$ cat config.mk
export PLATFORM = sky130hd
export DESIGN_NAME = hot_page_tracker
export DESIGN_NICKNAME = d
export VERILOG_FILES = /design/src/rtl/hpt_pkg.sv /design/src/rtl/hpt_epoch_timer.sv /design/src/rtl/hpt_count_bank.sv /design/src/rtl/hpt_rank_select.sv /design/src/rtl/hot_page_tracker.sv
export SDC_FILE = /design/constraint.sdc
export NUM_CORES = 2
export LEC_CHECK = 0
export ABC_CLOCK_PERIOD_IN_PS = 47800
export BUFFER_PORTS_ARGS = -buffer_cell sky130_fd_sc_hd__buf_4
export CAP_MARGIN = 5
export CORE_ASPECT_RATIO = 0.5
export CORE_MARGIN = 3
export CORE_UTILIZATION = 50
export DETAILED_ROUTE_END_ITERATION = 10
export PLACE_DENSITY_LB_ADDON = 0.05
export SLEW_MARGIN = 20
export SYNTH_ARGS = -nofsm -noshare
export SYNTH_HDL_FRONTEND = slang
export SYNTH_SLANG_ARGS = --single-unit
export TNS_END_PERCENT = 30
$ cat constraint.sdc
create_clock -name clk -period 47.8 [get_ports clk]
set_input_delay 2.39 -clock clk [delete_from_list [all_inputs] [get_ports clk]]
set_output_delay 2.39 -clock clk [all_outputs]
set_load 0.02 [all_outputs]
$ cat src/rtl/hpt_pkg.sv
package hpt_pkg;
  localparam int unsigned MICRO_PAGE_BYTES = 1024;
  localparam int unsigned MP_OFFSET_W      = $clog2(MICRO_PAGE_BYTES);

  typedef enum logic [1:0] {
    UPD_NONE,
    UPD_HIT,
    UPD_FILL,
    UPD_EVICT
  } upd_kind_e;
endpackage

$ cat src/rtl/hpt_epoch_timer.sv
module hpt_epoch_timer #(
  parameter int EPOCH_W = 32
) (
  input  logic               clk,
  input  logic               rst,
  input  logic [EPOCH_W-1:0] len,
  input  logic               hold,
  output logic               tick
);
  logic [EPOCH_W-1:0] cnt;
  logic [EPOCH_W:0]   cnt_next;
  logic               at_end;

  assign cnt_next = {1'b0, cnt} + 1'b1;
  assign at_end   = cnt_next >= {1'b0, len};
  assign tick     = at_end && !hold;

  always_ff @(posedge clk) begin
    if (rst) begin
      cnt <= '0;
    end else if (tick) begin
      cnt <= '0;
    end else if (!at_end) begin
      cnt <= cnt_next[EPOCH_W-1:0];
    end
  end
endmodule

$ cat src/rtl/hpt_count_bank.sv
module hpt_count_bank
  import hpt_pkg::*;
#(
  parameter int ENTRIES = 8,
  parameter int PN_W    = 22,
  parameter int CNT_W   = 8
) (
  input  logic                           clk,
  input  logic                           rst,
  input  logic                           clr,
  input  logic                           upd_en,
  input  logic [PN_W-1:0]                upd_page,
  output logic [ENTRIES-1:0]             ent_valid,
  output logic [ENTRIES-1:0][PN_W-1:0]   ent_page,
  output logic [ENTRIES-1:0][CNT_W-1:0]  ent_count
);
  localparam int IW = (ENTRIES > 1) ? $clog2(ENTRIES) : 1;
  localparam logic [CNT_W-1:0] CNT_MAX = {CNT_W{1'b1}};

  logic [ENTRIES-1:0] hit;
  logic [IW-1:0]      hit_idx, free_idx, vic_idx, tgt_idx;
  logic               hit_any, free_any;
  upd_kind_e          kind;

  for (genvar g = 0; g < ENTRIES; g++) begin : g_match
    assign hit[g] = ent_valid[g] && (ent_page[g] == upd_page);
  end

  always_comb begin
    hit_idx  = '0;
    free_idx = '0;
    hit_any  = 1'b0;
    free_any = 1'b0;
    for (int i = ENTRIES - 1; i >= 0; i--) begin
      if (hit[i]) begin
        hit_idx = i[IW-1:0];
        hit_any = 1'b1;
      end
      if (!ent_valid[i]) begin
        free_idx = i[IW-1:0];
        free_any = 1'b1;
      end
    end
  end

  always_comb begin
    vic_idx = '0;
    for (int i = 1; i < ENTRIES; i++) begin
      if (ent_count[i] < ent_count[vic_idx]) vic_idx = i[IW-1:0];
    end
  end

  always_comb begin
    if (!upd_en) begin
      kind    = UPD_NONE;
      tgt_idx = '0;
    end else if (hit_any) begin
      kind    = UPD_HIT;
      tgt_idx = hit_idx;
    end else if (free_any) begin
      kind    = UPD_FILL;
      tgt_idx = free_idx;
    end else begin
      kind    = UPD_EVICT;
      tgt_idx = vic_idx;
    end
  end

  always_ff @(posedge clk) begin
    if (rst || clr) begin
      ent_valid <= '0;
      ent_page  <= '0;
      ent_count <= '0;
    end else begin
      case (kind)
        UPD_HIT: begin
          if (ent_count[tgt_idx] != CNT_MAX)
            ent_count[tgt_idx] <= ent_count[tgt_idx] + 1'b1;
        end
        UPD_FILL, UPD_EVICT: begin
          ent_valid[tgt_idx] <= 1'b1;
          ent_page[tgt_idx]  <= upd_page;
          ent_count[tgt_idx] <= {{(CNT_W-1){1'b0}}, 1'b1};
        end
        default: ;
      endcase
    end
  end
endmodule

$ cat src/rtl/hpt_rank_select.sv
module hpt_rank_select #(
  parameter int ENTRIES = 8,
  parameter int CNT_W   = 8,
  localparam int IW     = (ENTRIES > 1) ? $clog2(ENTRIES) : 1,
  localparam int REM_W  = $clog2(ENTRIES + 1)
) (
  input  logic [ENTRIES-1:0]            cand,
  input  logic [ENTRIES-1:0][CNT_W-1:0] counts,
  output logic                          found,
  output logic [IW-1:0]                 idx,
  output logic [REM_W-1:0]              remaining
);
  logic [CNT_W-1:0] best;

  always_comb begin
    found = 1'b0;
    idx   = '0;
    best  = '0;
    for (int i = 0; i < ENTRIES; i++) begin
      if (cand[i] && (!found || counts[i] > best)) begin
        found = 1'b1;
        idx   = i[IW-1:0];
        best  = counts[i];
      end
    end
  end

  assign remaining = REM_W'($countones(cand));
endmodule

$ cat src/rtl/hot_page_tracker.sv
module hot_page_tracker
  import hpt_pkg::*;
#(
  parameter int ADDR_W   = 32,
  parameter int ENTRIES  = 8,
  parameter int CNT_W    = 8,
  parameter int HOT_MAX  = 4,
  parameter int EPOCH_W  = 32,
  localparam int PN_W    = ADDR_W - MP_OFFSET_W
) (
  input  logic               clk,
  input  logic               rst,
  input  logic [EPOCH_W-1:0] epoch_len,
  input  logic               req_valid,
  input  logic [ADDR_W-1:0]  req_addr,
  output logic               epoch_done,
  output logic               hot_valid,
  input  logic               hot_ready,
  output logic [PN_W-1:0]    hot_page,
  output logic [CNT_W-1:0]   hot_count,
  output logic               hot_last
);
  localparam int IW    = (ENTRIES > 1) ? $clog2(ENTRIES) : 1;
  localparam int REM_W = $clog2(ENTRIES + 1);
  localparam int NE_W  = $clog2(HOT_MAX + 1);

  logic [PN_W-1:0]        req_page;
  logic [MP_OFFSET_W-1:0] req_offset_unused;
  assign req_page          = req_addr[ADDR_W-1:MP_OFFSET_W];
  assign req_offset_unused = req_addr[MP_OFFSET_W-1:0];

  logic                                act;
  logic                                draining;
  logic [ENTRIES-1:0]                  emitted;
  logic [NE_W-1:0]                     n_emit;
  logic                                tick;
  logic [1:0]                          bk_clr;
  logic [1:0][ENTRIES-1:0]             bk_valid;
  logic [1:0][ENTRIES-1:0][PN_W-1:0]   bk_page;
  logic [1:0][ENTRIES-1:0][CNT_W-1:0]  bk_count;

  hpt_epoch_timer #(.EPOCH_W(EPOCH_W)) u_timer (
    .clk  (clk),
    .rst  (rst),
    .len  (epoch_len),
    .hold (draining),
    .tick (tick)
  );

  logic drain_end;

  for (genvar b = 0; b < 2; b++) begin : g_bank
    logic upd_here;
    assign upd_here  = req_valid && (act == b[0]);
    assign bk_clr[b] = drain_end && (act != b[0]);
    hpt_count_bank #(
      .ENTRIES (ENTRIES),
      .PN_W    (PN_W),
      .CNT_W   (CNT_W)
    ) u_bank (
      .clk       (clk),
      .rst       (rst),
      .clr       (bk_clr[b]),
      .upd_en    (upd_here),
      .upd_page  (req_page),
      .ent_valid (bk_valid[b]),
      .ent_page  (bk_page[b]),
      .ent_count (bk_count[b])
    );
  end

  logic [ENTRIES-1:0]            fz_valid;
  logic [ENTRIES-1:0][PN_W-1:0]  fz_page;
  logic [ENTRIES-1:0][CNT_W-1:0] fz_count;
  logic [ENTRIES-1:0]            cand;
  logic                          sel_found;
  logic [IW-1:0]                 sel_idx;
  logic [REM_W-1:0]              remaining;

  assign fz_valid = bk_valid[!act];
  assign fz_page  = bk_page[!act];
  assign fz_count = bk_count[!act];
  assign cand     = fz_valid & ~emitted;

  hpt_rank_select #(.ENTRIES(ENTRIES), .CNT_W(CNT_W)) u_rank (
    .cand      (cand),
    .counts    (fz_count),
    .found     (sel_found),
    .idx       (sel_idx),
    .remaining (remaining)
  );

  logic quota_left, slot_free, accept_last, can_emit, next_last;

  assign quota_left  = n_emit < NE_W'(HOT_MAX);
  assign slot_free   = !hot_valid || hot_ready;
  assign accept_last = hot_valid && hot_ready && hot_last;
  assign drain_end   = draining &&
                       (accept_last || (!hot_valid && !(sel_found && quota_left)));
  assign can_emit    = draining && slot_free && !accept_last && sel_found && quota_left;
  assign next_last   = (({1'b0, n_emit} + 1'b1) == (NE_W + 1)'(HOT_MAX)) ||
                       (remaining == REM_W'(1));

  always_ff @(posedge clk) begin
    if (rst) begin
      act        <= 1'b0;
      draining   <= 1'b0;
      emitted    <= '0;
      n_emit     <= '0;
      epoch_done <= 1'b0;
      hot_valid  <= 1'b0;
      hot_page   <= '0;
      hot_count  <= '0;
      hot_last   <= 1'b0;
    end else begin
      epoch_done <= tick;
      if (tick) begin
        act      <= !act;
        draining <= 1'b1;
        emitted  <= '0;
        n_emit   <= '0;
      end else if (drain_end) begin
        draining  <= 1'b0;
        hot_valid <= 1'b0;
        hot_last  <= 1'b0;
      end else if (can_emit) begin
        hot_valid        <= 1'b1;
        hot_page         <= fz_page[sel_idx];
        hot_count        <= fz_count[sel_idx];
        hot_last         <= next_last;
        emitted[sel_idx] <= 1'b1;
        n_emit           <= n_emit + 1'b1;
      end else if (hot_valid && hot_ready) begin
        hot_valid <= 1'b0;
      end
    end
  end
endmodule

# After elaboration in Yosys (flattened, before gate mapping)
# Index checks and enable logic that the tools add are counted.
[classes]
addsub = 12
multipliers = 0
div = 0
n_lt_le_gt_ge = 42
eq_ne = 28
shift = 0
n_mux = 179
bitwise_logic = 14
n_reduce_logical = 78
[ops]
columns = ["op", "count"]
rows = [
  ["8-bit binary-select mux with 3-bit select", 15],
  ["176-bit bitwise mux", 2],
  ["22-bit equality test", 16],
  ["176-bit two-way mux", 2],
  ["64-bit two-way mux", 4],
  ["64-bit case mux with 2 select lines", 2],
  ["8-bit two-way mux", 26],
  ["3-bit two-way mux", 50],
  ["22-bit demux with 3-bit select", 2],
  ["64-bit bitwise mux", 2],
  ["56-bit AND", 2],
  ["8-bit less-than comparator", 14],
  ["56-bit NOT", 2],
  ["22-bit binary-select mux with 3-bit select", 1],
  ["22-bit two-way mux", 3],
  ["8-bit greater-than comparator", 7],
  ["1-bit two-way mux", 55],
  ["8-bit demux with 3-bit select", 2],
  ["1-bit logical AND", 40],
  ["8-bit OR", 5],
  ["3-bit by 4-bit less-than comparator with 1-bit output, second input constant", 9],
  ["32-bit by 1-bit adder with 33-bit output, second input constant", 1],
  ["33-bit by 32-bit greater-or-equal comparator with 1-bit output", 1],
  ["2-bit two-way mux", 10],
  ["other kinds (27)", 80],
]
[word_totals]
regBits = 574
latchBits = 0
ramBits = 0
mem_bits_ro = 0
input_bits = 68
elab_cells = 397
n_memories = 0

# Logic depth before layout (Yosys ltp)
[logic_depth]
depth_word = 40
depth_mapped = 98
mapped_depth_nobuf = 89

# Modules after synthesis
# From an unflattened synthesis, not the netlist that was laid out.
[hier_totals]
hier_cells = 5133
area_unflattened_um2 = 41896.4
[modules_own_cells]
columns = ["module", "n_inst", "cells_per_inst", "area_per_inst_um2", "seq_area_each_um2"]
rows = [
  ["hpt_count_bank at g_bank[0].u_bank", 1, 1953, 15147.0, 4964.8],
  ["hpt_count_bank at g_bank[1].u_bank", 1, 1950, 15011.9, 4964.8],
  ["hot_page_tracker", 1, 552, 6441.2, 920.9],
  ["hpt_epoch_timer", 1, 357, 2763.9, 640.6],
  ["hpt_rank_select", 1, 321, 2532.4, 0.0],
]

# Worst setup path after synthesis
# OpenSTA, ideal clock, no wires.
[synth_timing]
path_kind = "flip-flop to flip-flop"
from = "register g_bank[0].u_bank.ent_count[5] (netlist name)"
to = "register g_bank[0].u_bank.ent_count[44] (netlist name)"
setup_ps = 121
arrival_time_ps = 16911
setup_slack_ps = 30768
stages_incl_launch_ff = 83
n_path_buf = 12
synth_period_minus_slack_ps = 17032
cell_sequence = "dfxtp_1 -> inv_1 -> ha_1 -> a21o_1 -> a21o_1 -> a21oi_1 -> o21a_2 -> clkbuf_1 -> a21oi_1 -> ha_1 -> a2111oi_0 -> nand2b_1 -> a21oi_1 -> o2111a_1 -> a311oi_1 -> clkbuf_1 -> or2_2 -> nand2_1 -> (+47 left out) -> o22ai_1 -> a311oi_1 -> o311a_1 -> a211oi_2 -> a31o_2 -> buf_2 -> buf_2 -> mux2i_1 -> a32o_1 -> nor2_1 -> ha_1 -> inv_1 -> or4b_1 -> clkbuf_1 -> nor2_4 -> or3_1 -> buf_2 -> mux2_4"
[synth_between]
elab_chain_cells = 38
elab_cells_between_ends = 95
cone_classes = "add/sub (1); order compare (16); eq/ne (2); mux (45); bitwise (2); reduce/logical (29)"
[synth_rtl]
columns = ["element", "line", "text"]
rows = [
  ["from (decl)", "hpt_count_bank.sv:15", "output logic [ENTRIES-1:0][CNT_W-1:0] ent_count"],
  ["from (signal, indexed assignment)", "hpt_count_bank.sv:78", "ent_count[tgt_idx] <= ent_count[tgt_idx] + 1'b1;"],
  ["from (signal, indexed assignment)", "hpt_count_bank.sv:83", "ent_count[tgt_idx] <= {{(CNT_W-1){1'b0}}, 1'b1};"],
  ["branches (longest 38 deep; another with 8-bit less-than comparator)", "--", ""],
]
# Parallel ways; which one is timed is not known. The select of a mux whose other input is x is not followed.
# A chain may end at the register's enable or synchronous reset.

# Final worst setup path
[layout_timing]
from = "register g_bank[1].u_bank.ent_count[6] (netlist name)"
to = "register g_bank[1].u_bank.ent_count[25] (netlist name)"
[layout_between]
elab_chain_cells = 38
elab_cells_between_ends = 95
cone_classes = "add/sub (1); order compare (16); eq/ne (2); mux (45); bitwise (2); reduce/logical (29)"
[layout_rtl]
columns = ["element", "line"]
rows = [
  ["from (decl)", "hpt_count_bank.sv:15"],
  ["from (signal, indexed assignment)", "hpt_count_bank.sv:78"],
  ["from (signal, indexed assignment)", "hpt_count_bank.sv:83"],
  ["branches (longest 38 deep; another with 8-bit less-than comparator)", "--"],
]
# Parallel ways; which one is timed is not known. The select of a mux whose other input is x is not followed.

==> summary.txt <==
Final hold vios: 0
Sinks on Clock Net: 574
Die ar.: 84700 um2
Post-CTS Setup Inserts: 0
Post-cts resize count: 0
Hold_ws: 0.476 ns
Arr. time, crit path: 21.23 ns
Worst Hold Class: flop to flop
PortBufs: 90
Clk buf depth: 3
Design area: 43800 um2
Startpoint Class: flop
Die height: 207 um
Mapped Avg Cell Area: 8.26 um2
Min Tclk post-route: 20.66 ns
Antenna violations before repair: 4
I/O pin count: 101
Worst IR Drop VDD: 0.0768 mV
Hold path depth: 2
Total power: 1.50 mW
Clock skew: 0.0396 ns
Max_slew headroom: 0.192
Max Transition Viols Final: 0
Syn Nets: 5176
Area contributors post-synth: dfxtp_1 (28%), mux2i_1 (9.4%), ha_1 (6.1%)
CTS tree: built
DRT Wirelength: 162 mm
R2R cell count: 78
Post-Synthesis Cells: 4906
H-tree levels: 2
Async SR Flop Fraction: 0
CTS Hold Bufs: 0
DP Wirelength: 117 mm
Leakage: 16.5 nW
Number of global-route vias before repair: 34967
Initial DRC Count: 4386
Clk_lat worst skew: 0.68 ns
Crit-path max FO: 39
Pre-CTS setup slack: 27.59 ns
Final period utilization: 0.432
Crit Path Category: flop to flop
Endpoints failing setup: 0
Netlist cell types: 106
Post-Syn Area: 40500 um2
Row count: 73
CTS root buf: clkbuf_16
Setup_tns: 0 ns
Seq/Total Area, Yosys: 0.283
# nets final: 5046
Crit. End Element: flop
DP Area: 41800 um2
Vias post-DR: 38180
DR DRC count: 0
Critical-path top delay cell: a2111oi_0
Largest net degree at the start of global routing: 117
Cell type with the largest total area after synthesis: dfxtp_1
Per-cell routed wire length: 27.4 um
Total grt overflow: 0
Min setup slack post-route: 27.14 ns
TritonCTS Buffers: 55
Fmax: 48.4 MHz
Die Span X: 409 um
Top-count cell post-synth: dfxtp_1
Setup repair after global routing missed its margin: no
EDFF count, synth: 0
Max_cap viols: 0
Initial Util: 0.508
Outcome: complete, no violations
Worst-Margin Slew: 1.21 ns
Required time worst endpoint: 48.37 ns
Ratio of cells with drive above 1 in the final layout: 0.113
Largest stage delay, worst path: 0.92 ns
Post-synth top area share: 0.283
Antenna Violating Nets Remaining: 0
TritonRoute pass-1 iters: 8
Synthesized flop and latch total: 574
Pwr dens: 34.3 nW/um2
Core Area: 79800 um2
DR vias/cell: 6.46
First-pass GRT wire length: 237 mm
Top FF cell, synth: dfxtp_1
Layout area overhead: 8.06%
Yosys synthesis warning count: 0
GPL Wtd Cong: 1.01
Clock slew at reported path FFs: 0.08 ns
Top cells by instance count after synthesis: dfxtp_1 (574), nand2_1 (568), nor2_1 (484), mux2i_1 (382), a21oi_1 (337)
Gr usage total: 0.366
logic make-up after synthesis:
| logic type | share of synthesized area |
|---|---|
| AOI/OAI and AO/OA | 0.168 |
| xor gates and xnor gates | 0.0860 |
| adders and majority gates | 0.0631 |
| buffers and inverters | 0.0494 |
| DFF | 0.283 |
| muxes | 0.157 |
| and+or+nand+nor | 0.193 |
per-layer routing:
metal,track usage,share of wire
met5,0,0
met4,0.118,0.035
met3,0.0643,0.10
met2,0.549,0.42
met1,0.532,0.44
worst paths after layout:
kind / from / endpoint / slack (ns)
worst max-delay path: g_bank[1].u_bank.ent_count[6] / g_bank[1].u_bank.ent_count[25] / 27.14
worst min-delay path: emitted[7] / emitted[7] / 0.48
worst max register to register: g_bank[1].u_bank.ent_count[6] / g_bank[1].u_bank.ent_count[25] / 27.14
worst min register to register: emitted[7] / emitted[7] / 0.48
where the power goes:
part	total, mW	internal, mW	switching (mW)
sequential	0.486	0.481	0.00491
combinational	0.529	0.172	0.356
clock	0.486	0.263	0.223
total	1.50	0.917	0.584
metrics by stage:
stage	util	std cells
after global routing	0.549	5909
final	0.549	5910
after CTS	0.548	5908
after floorplan	-	4906
after global placement	0.524	5805
after detailed placement	0.524	5805
critical path: cells and delay by family, from the launching register on:
family | cells | cell delay [ns]
multiplexers | 3 | 0.87
AO/OA/AOI/OAI | 42 | 9.98
flip-flops | 1 | 0.44
AND/OR/NAND/NOR | 18 | 5.29
adder cells (fa/ha/maj) | 8 | 2.29
buffers and inverters | 7 | 1.58
final cells by class:
type | instances | area (um2)
antenna | 1 | 2.50
clock buffer | 72 | 1540
clock inverter | 31 | 393
fill | 7568 | 36000
inverter | 154 | 578
multi-input combinational | 3831 | 27200
sequential | 574 | 11500
tap | 1087 | 1360
timing repair buffer | 160 | 1230
cell usage in the layout (no fill, tap or decap), types with 59 or more instances in the layout:
cell,instances
a21oi_1,336
mux4_2,90
or3_1,59
inv_1,153
nand3_1,87
dfxtp_1,573
mux2i_1,382
o21ai_0,220
nor3_1,64
xnor2_1,195
xor2_1,203
nor4_1,87
nand2_1,568
a211oi_1,60
buf_4,158
o211ai_1,65
ha_1,198
nand4_1,100
nor2_1,471
flip-flops by register name (all words and copies together), names as in the netlist:
| name | cells |
|---|---|
| n_emit | 3 |
| hot_last | 1 |
| emitted | 8 |
| hot_valid | 1 |
| draining | 1 |
| g_bank.u_bank.ent_count | 128 |
| epoch_done | 1 |
| act | 1 |
| hot_count | 8 |
| g_bank.u_bank.ent_page | 352 |
| u_timer.cnt | 32 |
| hot_page | 22 |
| g_bank.u_bank.ent_valid | 16 |
(Power assumes the default switching activity.)
